**src/rtl/sspt_pkg.sv**
```systemverilog
package sspt_pkg;

  // Result of decoding the bus offset.
  typedef enum logic [1:0] {
    SEL_NONE = 2'd0,
    SEL_DATA = 2'd1,
    SEL_FUNC = 2'd2
  } sspt_sel_e;

endpackage

```
**src/rtl/sspt_rst_sync.sv**
```systemverilog
module sspt_rst_sync #(
  parameter int STAGES = 2
) (
  input  logic clk,
  input  logic rst_n,
  output logic rst_sync_n
);

  logic [STAGES-1:0] chain_q;
  logic [STAGES-1:0] chain_d;

  always_comb begin
    chain_d = {chain_q[STAGES-2:0], 1'b1};
  end

  always_ff @(posedge clk or negedge rst_n) begin
    if (!rst_n) begin
      chain_q <= '0;
    end else begin
      chain_q <= chain_d;
    end
  end

  assign rst_sync_n = chain_q[STAGES-1];

endmodule

```
**src/rtl/sspt_sync.sv**
```systemverilog
module sspt_sync #(
  parameter int WIDTH  = 4,
  parameter int STAGES = 2
) (
  input  logic             clk,
  input  logic             rst_n,
  input  logic [WIDTH-1:0] din,
  output logic [WIDTH-1:0] dout
);

  logic [STAGES-1:0][WIDTH-1:0] stage_q;
  logic [STAGES-1:0][WIDTH-1:0] stage_d;

  always_comb begin
    stage_d[0] = din;
    for (int i = 1; i < STAGES; i++) begin
      stage_d[i] = stage_q[i-1];
    end
  end

  always_ff @(posedge clk or negedge rst_n) begin
    if (!rst_n) begin
      stage_q <= '0;
    end else begin
      stage_q <= stage_d;
    end
  end

  assign dout = stage_q[STAGES-1];

endmodule

```
**src/rtl/sspt_regs.sv**
```systemverilog
module sspt_regs
  import sspt_pkg::*;
#(
  parameter int                  NUM_PAIRS = 4,
  parameter int                  ADDR_W    = 8,
  parameter logic [ADDR_W-1:0]   DATA_OFS  = 8'h50,
  parameter logic [ADDR_W-1:0]   FUNC_OFS  = 8'h55,
  parameter logic [NUM_PAIRS-1:0] RST_DATA = 4'b0111
) (
  input  logic                 clk,
  input  logic                 rst_n,
  input  logic [ADDR_W-1:0]    bus_addr,
  input  logic                 bus_wr,
  input  logic [NUM_PAIRS-1:0] wd_even,
  output sspt_sel_e            sel,
  output logic [NUM_PAIRS-1:0] data_q,
  output logic [NUM_PAIRS-1:0] func_q
);

  logic                 data_en;
  logic                 func_en;
  logic [NUM_PAIRS-1:0] data_d;
  logic [NUM_PAIRS-1:0] func_d;

  // Offset decode
  always_comb begin
    if (bus_addr == DATA_OFS) begin
      sel = SEL_DATA;
    end else if (bus_addr == FUNC_OFS) begin
      sel = SEL_FUNC;
    end else begin
      sel = SEL_NONE;
    end
  end

  // Next-state and clock enables
  always_comb begin
    data_en = bus_wr && (sel == SEL_DATA);
    func_en = bus_wr && (sel == SEL_FUNC);
    data_d  = wd_even;
    func_d  = wd_even;
  end

  always_ff @(posedge clk or negedge rst_n) begin
    if (!rst_n) begin
      data_q <= RST_DATA;
    end else if (data_en) begin
      data_q <= data_d;
    end
  end

  always_ff @(posedge clk or negedge rst_n) begin
    if (!rst_n) begin
      func_q <= '0;
    end else if (func_en) begin
      func_q <= func_d;
    end
  end

endmodule

```
**src/rtl/sspt_outmux.sv**
```systemverilog
module sspt_outmux #(
  parameter int NUM_PAIRS = 4
) (
  input  logic [NUM_PAIRS-1:0] data_q,
  input  logic [NUM_PAIRS-1:0] func_q,
  input  logic [NUM_PAIRS-1:0] ser_tx,
  output logic [NUM_PAIRS-1:0] drv
);

  for (genvar k = 0; k < NUM_PAIRS; k++) begin : g_pin
    always_comb begin
      if (func_q[k]) begin
        drv[k] = ser_tx[k];
      end else begin
        drv[k] = data_q[k];
      end
    end
  end

endmodule

```
**src/rtl/sspt_port.sv**
```systemverilog
module sspt_port
  import sspt_pkg::*;
#(
  parameter int                   NUM_PAIRS   = 4,
  parameter int                   ADDR_W      = 8,
  parameter int                   SYNC_STAGES = 2,
  parameter int                   RST_STAGES  = 2,
  parameter logic [ADDR_W-1:0]    DATA_OFS    = 8'h50,
  parameter logic [ADDR_W-1:0]    FUNC_OFS    = 8'h55,
  parameter logic [NUM_PAIRS-1:0] RST_DATA    = 4'b0111,
  localparam int                  PORT_W      = 2 * NUM_PAIRS
) (
  input  logic                 clk,
  input  logic                 rst_n,
  input  logic [ADDR_W-1:0]    bus_addr,
  input  logic [PORT_W-1:0]    bus_wdata,
  input  logic                 bus_wr,
  input  logic                 bus_rd,
  output logic [PORT_W-1:0]    bus_rdata,
  input  logic [NUM_PAIRS-1:0] ser_tx,
  input  logic [PORT_W-1:0]    pin_in,
  output logic [PORT_W-1:0]    pin_out
);

  logic                 rst_sync_n;
  sspt_sel_e            sel;
  logic [NUM_PAIRS-1:0] wd_even;
  logic [NUM_PAIRS-1:0] wd_odd_unused;
  logic [NUM_PAIRS-1:0] pin_odd_raw;
  logic [NUM_PAIRS-1:0] pin_even_unused;
  logic [NUM_PAIRS-1:0] pin_odd_sync;
  logic [NUM_PAIRS-1:0] data_q;
  logic [NUM_PAIRS-1:0] func_q;
  logic [NUM_PAIRS-1:0] drv;
  logic [PORT_W-1:0]    rd_word;

  // Split the byte-wide buses into output and input halves
  for (genvar k = 0; k < NUM_PAIRS; k++) begin : g_split
    assign wd_even[k]         = bus_wdata[2*k];
    assign wd_odd_unused[k]   = bus_wdata[2*k+1];
    assign pin_odd_raw[k]     = pin_in[2*k+1];
    assign pin_even_unused[k] = pin_in[2*k];
    assign pin_out[2*k]       = drv[k];
    assign pin_out[2*k+1]     = 1'b0;
    assign rd_word[2*k]       = drv[k];
    assign rd_word[2*k+1]     = pin_odd_sync[k];
  end

  sspt_rst_sync #(
    .STAGES(RST_STAGES)
  ) u_rst_sync (
    .clk       (clk),
    .rst_n     (rst_n),
    .rst_sync_n(rst_sync_n)
  );

  sspt_regs #(
    .NUM_PAIRS(NUM_PAIRS),
    .ADDR_W   (ADDR_W),
    .DATA_OFS (DATA_OFS),
    .FUNC_OFS (FUNC_OFS),
    .RST_DATA (RST_DATA)
  ) u_regs (
    .clk     (clk),
    .rst_n   (rst_sync_n),
    .bus_addr(bus_addr),
    .bus_wr  (bus_wr),
    .wd_even (wd_even),
    .sel     (sel),
    .data_q  (data_q),
    .func_q  (func_q)
  );

  sspt_sync #(
    .WIDTH (NUM_PAIRS),
    .STAGES(SYNC_STAGES)
  ) u_sync (
    .clk  (clk),
    .rst_n(rst_sync_n),
    .din  (pin_odd_raw),
    .dout (pin_odd_sync)
  );

  sspt_outmux #(
    .NUM_PAIRS(NUM_PAIRS)
  ) u_outmux (
    .data_q(data_q),
    .func_q(func_q),
    .ser_tx(ser_tx),
    .drv   (drv)
  );

  // Combinational readback; the function register is not readable
  always_comb begin
    if (bus_rd && (sel == SEL_DATA)) begin
      bus_rdata = rd_word;
    end else begin
      bus_rdata = '0;
    end
  end

endmodule

```
**config.mk**
```make
export PLATFORM = sky130hd
export DESIGN_NAME = sspt_port
export DESIGN_NICKNAME = d
export VERILOG_FILES = /design/src/rtl/sspt_pkg.sv /design/src/rtl/sspt_rst_sync.sv /design/src/rtl/sspt_sync.sv /design/src/rtl/sspt_regs.sv /design/src/rtl/sspt_outmux.sv /design/src/rtl/sspt_port.sv
export SDC_FILE = /design/constraint.sdc
export NUM_CORES = 1
export LEC_CHECK = 0
export BUFFER_PORTS_ARGS = -buffer_cell sky130_fd_sc_hd__buf_2
export CELL_PAD_IN_SITES_DETAIL_PLACEMENT = 1
export CELL_PAD_IN_SITES_GLOBAL_PLACEMENT = 1
export CORE_ASPECT_RATIO = 1.75
export CORE_MARGIN = 1.5
export CORE_UTILIZATION = 29
export CTS_BUF_LIST = sky130_fd_sc_hd__clkbuf_2 sky130_fd_sc_hd__clkbuf_4 sky130_fd_sc_hd__clkbuf_8
export CTS_CLUSTER_SIZE = 24
export DETAILED_ROUTE_END_ITERATION = 7
export HOLD_SLACK_MARGIN = 0.1
export PLACE_DENSITY = 0.86
export SKIP_LAST_GASP = 1
export SYNTH_ARGS = -nofsm -noshare
export SYNTH_HDL_FRONTEND = slang
export SYNTH_SLANG_ARGS = --single-unit
```
**constraint.sdc**
```tcl
create_clock -name clk -period 0.8 [get_ports clk]
set_input_delay 0.04 -clock clk [delete_from_list [all_inputs] [get_ports clk]]
set_output_delay 0.04 -clock clk [all_outputs]
set_load 0.02 [all_outputs]
```
==> run_results.csv, run 1 <==
group,metric,value,unit
cells_and_area,nets,131,
clocking,cts_root_buffer,"clkbuf_8",
sta,finClkSkew,0.00119,ns
sta,layout_min_cycle_time,1.25,ns
sta,rsz0062_at_grt,"true",
worst_setup_path,cpPeakStageDelay,0.39,ns
power,swShare,20.5,%
routing,drc,0,
power,internal_power,1.54,mW
logic_synthesis,synthCells,50,
floorplanning,die_h,70.3,µm
clocking,cts_buffers,3,
logic_synthesis,yosysTopAreaCell,"dfrtp_1",
logic_synthesis,synth_area_leaders,"dfrtp_1, mux2_2, dfstp_2, and2_1, mux2_1",
cells_and_area,fill_cells,264,
sta,hold-worst-slack,0.0417,ns
outcome,violations,"setup timing",
logic_synthesis,synth_cell_type_count,11,
power,leakage,0.615,nW
worst_setup_path,cp-start-kind,"register",
power,clockPowerShare,36.3,%
clocking,hold_buffers,6,
cells_and_area,areaGrowthSynthToFinish,64.2,%
worst_setup_path,worstPathArrival,1.21,ns
routing,drt-initial-drc-count,0,
routing,routed_wl,1.62,mm
placed_design,dp_hpwl,1.23,mm
worst_setup_path,critPathCaptureType,"output pin",
logic_synthesis,synth_top_area_share,50.0,%
worst_setup_path,cp_slowest_cell,"dfrtp_1",
worst_setup_path,rr_startpoint,"u_regs.data_q[3]",
worst_setup_path,criticalPathCategory,"reg2out",
clocking,clock_latency,0.25,ns
worst_setup_path,cp-startpoint,"u_regs.func_q[0]",
clocking,cts_max_path_buffers,2,
placed_design,place.gp.congestion,0.648,
sta,final_max_slew_viol_count,0,
global_route,grt_max_degree,11,
power,seqPwrFrac,50.6,%
worst_setup_path,required,0.76,ns
worst_hold_path,hold_path_class,"in2reg",
sta,setup_ws,-0.450,ns
sta,fin_setup_tns,-3.99,ns
power,powerDensity,1570,nW/µm²
global_route,antenna_found_initial,0,
outcome,status,"finished with violations",
floorplanning,initial_core_util,30.5,%
logic_synthesis,syn_avg_cell_area,15.0,µm²
global_route,grt_pass1_vias,631,
clocking,cts.reportedPaths.clkPinSlew,0.06,ns
clocking,htree_levels,1,
routing,drtPass1Iterations,1,
global_route,grt_first_pass_wirelength,2.74,mm
routing,via_per_inst,4.42,
worst_setup_path,crit_buf_inv,1,
logic_synthesis,ys_ff_latch,18,
clocking,clock_sinks,18,
power,vdd_drop_max,983,µV
worst_hold_path,hp-start,"bus_wdata[2]",
floorplanning,fp.dieArea,2910,µm²
worst_setup_path,crit_family,"flip-flops",
floorplanning,fp.dieW,41.5,µm
power,p_switching,0.396,mW
logic_synthesis,yosysWarnings,0,
job,cap_violations,0,
placed_design,io_buffers,35,
cells_and_area,n_antenna_cell,0,
routing,antenna_left,0,
floorplanning,coreArea,2460,µm²
logic_synthesis,netlist_area,751,µm²
sta,fmax,800,MHz
logic_synthesis,synth-seq-area-share,60.5,%
cells_and_area,drive_gt1_share,74.5,%
sta,timing.final.crit_share,156,%
floorplanning,io_pins,48,
routing,avgRoutedWirePerCell,13.0,µm
worst_setup_path,path_max_fanout,2,
sta,finalHoldViolCount,0,
sta,setup_viol,18,
worst_setup_path,worstPathCellList,"mux2_4, and2_4, buf_6",
global_route,track_usage,12.4,%
floorplanning,rows,24,
global_route,overflow,0,
power,combPwrFrac,13.0,%
clocking,cts_tree,"done",
routing,vias,548,
metrics by stage:
stage | worst slack, ns | instances | util, % | power [mW] | area (µm²)
final | -0.450 | 124 | 50.1 | 1.94 | 1230
after global routing | -0.487 | 124 | 50.1 | 2.03 | 1230
after CTS | -0.458 | 125 | 50.1 | 1.96 | 1230
after detailed placement | -0.309 | 113 | 40.8 | 1.20 | 1000
after global placement | -0.288 | 113 | 40.8 | 1.19 | 1000
after floorplan | -0.111 | 53 | - | 1.11 | 805
synthesized netlist by cell type:
master,instances
conb_1,2
and4bb_2,2
mux2_2,8
nand3_2,2
nor4_4,1
and3_2,1
dfrtp_1,15
and2_1,8
mux2_1,4
buf_4,4
dfstp_2,3
sequential cells by signal, indices dropped and copies added (netlist names):
| register | flops |
|---|---|
| u_regs.data_q | 4 |
| u_regs.func_q | 4 |
| u_sync.dout | 4 |
| u_sync.stage_d | 4 |
| u_rst_sync.chain_q | 2 |
power groups by stage:
| stage | registers [mW] | logic (mW) | clock network [mW] |
|---|---|---|---|
| 4_1_cts | 0.981 | 0.253 | 0.729 |
| 3_5_place_dp | 0.997 | 0.204 | 0 |
| 5_1_grt | 0.985 | 0.275 | 0.766 |
| 3_3_place_gp | 0.994 | 0.197 | 0 |
| 6_report | 0.981 | 0.253 | 0.703 |
| 2_1_floorplan | 1.00 | 0.109 | 0 |
kinds of logic after synthesis:
kind of cell	Yosys count	share of synthesized area, %
DFF	18	60.5
other	2	1.00
and+or+nand+nor	14	16.5
muxes	12	18.0
buffers and inverters	4	4.00
final timing paths:
check	end	slack, ns	cells after the start
min reg2reg	u_sync.dout[1]	0.17	1
max in group asynchronous	u_regs.data_q[0]	0.42	1
max reg2reg	u_regs.data_q[3]	-0.06	2
min	u_regs.func_q[1]	0.04	2
min in group asynchronous	u_rst_sync.chain_q[0]	0.12	2
max	bus_rdata[0]	-0.45	3
per-layer routing:
layer  GRT usage [%]  vias to the layer above  wire, µm
li1                -                      259         -
met1            12.8                      255       586
met2            21.4                       28       883
met3            1.55                        6        82
met4            10.4                        0        64
met5               0                        -         0
layout by cell type, fill, tap and decap left out:
cell type | netlist | final
buf_4 | 4 | 5
dlygate4sd3_1 | 0 | 5
and2_4 | 0 | 8
buf_6 | 0 | 13
dfrtp_1 | 15 | 15
and4bb_2 | 2 | 2
nand3_4 | 0 | 2
and3_4 | 0 | 1
nor4_4 | 1 | 1
mux2_2 | 8 | 4
mux2_4 | 0 | 8
dfstp_2 | 3 | 3
clkbuf_8 | 0 | 4
conb_1 | 2 | 5
buf_2 | 0 | 22
what timing repair did:
action                     4_1_cts  5_1_grt
buffers inserted                 2        1
setup endpoints to repair       16       22
hold endpoints to repair        14        8
resized for setup               26        2
pin swaps                        8        3
final cells by class:
| type | count | area [µm²] | area share [%] |
|---|---|---|---|
| Clock buffer | 4 | 55.1 | 4.47 |
| Multi-Input combinational cell | 31 | 347 | 28.1 |
| Sequential cell | 18 | 454 | 36.9 |
| Tap cell | 26 | 32.5 | 2.64 |
| Timing Repair Buffer | 45 | 344 | 27.9 |
No activity file was read; power rests on OpenSTA's default activity.
==> run 2: changes to the inputs <==
--- a/config.mk
+++ b/config.mk
@@ -15,7 +15,7 @@
 export CTS_CLUSTER_SIZE = 24
 export DETAILED_ROUTE_END_ITERATION = 7
 export HOLD_SLACK_MARGIN = 0.1
-export PLACE_DENSITY = 0.86
+export PLACE_DENSITY = 0.8
 export SKIP_LAST_GASP = 1
 export SYNTH_ARGS = -nofsm -noshare
 export SYNTH_HDL_FRONTEND = slang
==> run 2 against run 1 <==
  * Critical path depth unchanged
  * Critical path type unchanged
  * Die area did not move
  * Global-route usage grew 1.7 points
  * Utilization rose by 2.2 points
  * Non-clock buffer count up 5
  * Combinational power up 13%
  * Largest cell class unchanged
  * Cell count up 4.0%
  * Final area increased by 4.5%
  * Sequential share of layout area is 1.6 points lower
  * The run still ends with setup timing left
  * Count of clock-buffer cells in the layout unchanged
  * Largest power group unchanged
  * Fmax down 0.81%
  * Register-to-register slack got worse by 0.04 ns
==> run_results.csv, run 2 (synthesis results as in run 1) <==
group,metric,value,unit
outcome,status,"finished with violations",
outcome,violations,"setup timing",
power,leakage,0.638,nW
global_route,grt_max_degree,11,
placed_design,io_buffers,35,
routing,avgRoutedWirePerCell,14.6,µm
worst_setup_path,worstPathArrival,1.22,ns
sta,finalHoldViolCount,0,
sta,finClkSkew,0.00285,ns
global_route,overflow,0,
global_route,grt_pass1_vias,684,
routing,routed_wl,1.88,mm
sta,setup_ws,-0.460,ns
placed_design,dp_hpwl,1.30,mm
floorplanning,fp.dieW,41.5,µm
power,powerDensity,1560,nW/µm²
clocking,clock_sinks,18,
power,swShare,22.0,%
sta,setup_viol,18,
global_route,track_usage,14.1,%
worst_hold_path,hold_path_class,"in2reg",
cells_and_area,mostFrequentLayoutCell,"buf_2",
placed_design,place.gp.congestion,0.643,
routing,via_per_inst,4.44,
worst_setup_path,path_max_fanout,2,
worst_setup_path,required,0.76,ns
worst_hold_path,whs_path_depth,2,
worst_hold_path,min_to,"u_regs.data_q[3]",
floorplanning,rows,24,
floorplanning,initial_core_util,30.5,%
routing,vias,573,
routing,drtPass1Iterations,2,
power,p_switching,0.442,mW
clocking,cts_buffers,3,
sta,layout_min_cycle_time,1.26,ns
power,clockPowerShare,36.7,%
routing,drt-initial-drc-count,5,
routing,antenna_left,0,
cells_and_area,final_cell_mix,"buf_2, dfrtp_1, buf_6, dlygate4sd3_1",
routing,drc,0,
sta,rsz0062_at_grt,"true",
cells_and_area,fill_cells,271,
worst_hold_path,hp-start,"bus_wdata[6]",
floorplanning,fp.dieArea,2910,µm²
worst_setup_path,reg2reg_slack,-0.10,ns
worst_setup_path,criticalPathCategory,"reg2out",
cells_and_area,n_antenna_cell,0,
worst_setup_path,r2r-end,"u_regs.func_q[0]",
clocking,cts_root_buffer,"clkbuf_8",
power,seqPwrFrac,49.0,%
power,combPwrFrac,14.3,%
job,cap_violations,0,
clocking,clock_latency,0.25,ns
floorplanning,die_h,70.3,µm
power,vdd_drop_max,1110,µV
sta,timing.final.crit_share,158,%
sta,fin_setup_tns,-4.24,ns
sta,fmax,793,MHz
cells_and_area,drive_gt1_share,71.8,%
sta,hold-worst-slack,0.0397,ns
placed_design,dpl_cell_area,1000,µm²
clocking,htree_levels,1,
clocking,cts_tree,"done",
global_route,grt_first_pass_wirelength,3.02,mm
worst_setup_path,rr_startpoint,"u_regs.func_q[0]",
worst_setup_path,cp-start-kind,"register",
global_route,antenna_found_initial,0,
cells_and_area,areaGrowthSynthToFinish,71.5,%
clocking,cts_max_path_buffers,2,
sta,final_max_slew_viol_count,0,
cells_and_area,nets,136,
cells_and_area,final_area,1290,µm²
floorplanning,io_pins,48,
worst_setup_path,rr_worst_depth,2,
floorplanning,coreArea,2460,µm²
power,internal_power,1.56,mW
clocking,cts.reportedPaths.clkPinSlew,0.07,ns
worst_setup_path,critPathCaptureType,"output pin",
## run 2: cell types whose count changed in the layout (fill, tap and decap cells not counted), sizes merged
cell / before / now
buf: 40 / 41
dlygate4sd3: 5 / 9
## run 2: final cells by class
| cell class | count | area (µm²) | area share, % |
|---|---|---|---|
| timing repair buffer | 50 | 399 | 31.0 |
| clock buffer | 4 | 55.1 | 4.28 |
| sequential | 18 | 454 | 35.3 |
| multi-input combinational | 31 | 347 | 26.9 |
| tap | 26 | 32.5 | 2.53 |
## run 2: worst max-delay path, cell delays in order (launching register included)
cell and delay (ns):
dfrtp_1 0.39, mux2_4 0.31, and2_4 0.14, buf_6 0.12
## run 2: repair_timing
action,in CTS,in global routing
gates resized for setup,24,7
hold buffers,8,1
setup buffers,3,2
setup endpoints to repair,16,20
endpoints found under the hold margin,14,4
pin swaps,8,3
## run 2: power by group through the flow
| stage | clock [mW] | sequential (mW) | combinational, mW |
|---|---|---|---|
| final | 0.737 | 0.982 | 0.286 |
| after CTS | 0.753 | 0.981 | 0.259 |
| after floorplan | 0 | 1.00 | 0.109 |
| after global placement | 0 | 0.994 | 0.198 |
| after detailed placement | 0 | 0.997 | 0.206 |
| after global routing | 0.801 | 0.986 | 0.309 |
## run 2: worst max-delay path by stage
stage | start | end
CTS | u_regs.func_q[2] | bus_rdata[4]
global route | u_regs.func_q[2] | bus_rdata[4]
detailed placement | bus_addr[1] | u_regs.data_q[2]
finish | u_regs.func_q[0] | bus_rdata[0]
floorplan | u_regs.func_q[0] | bus_rdata[0]
global placement | bus_addr[1] | u_regs.data_q[3]
## run 2: metrics by stage
step | util, % | setup WS (ns) | total power, mW | cells
2_1_floorplan | - | -0.111 | 1.11 | 53
3_3_place_gp | 40.8 | -0.302 | 1.19 | 113
3_5_place_dp | 40.8 | -0.332 | 1.20 | 113
4_1_cts | 50.4 | -0.463 | 1.99 | 127
5_1_grt | 52.3 | -0.502 | 2.10 | 129
6_report | 52.3 | -0.460 | 2.01 | 129
## run 2: per-layer routing
metal	up-vias	wire (µm)	GRT usage (%)
met3	5	71	0.775
met5	-	0	0
met2	26	1110	27.3
met4	0	62	11.8
met1	277	632	12.5
li1	265	-	-
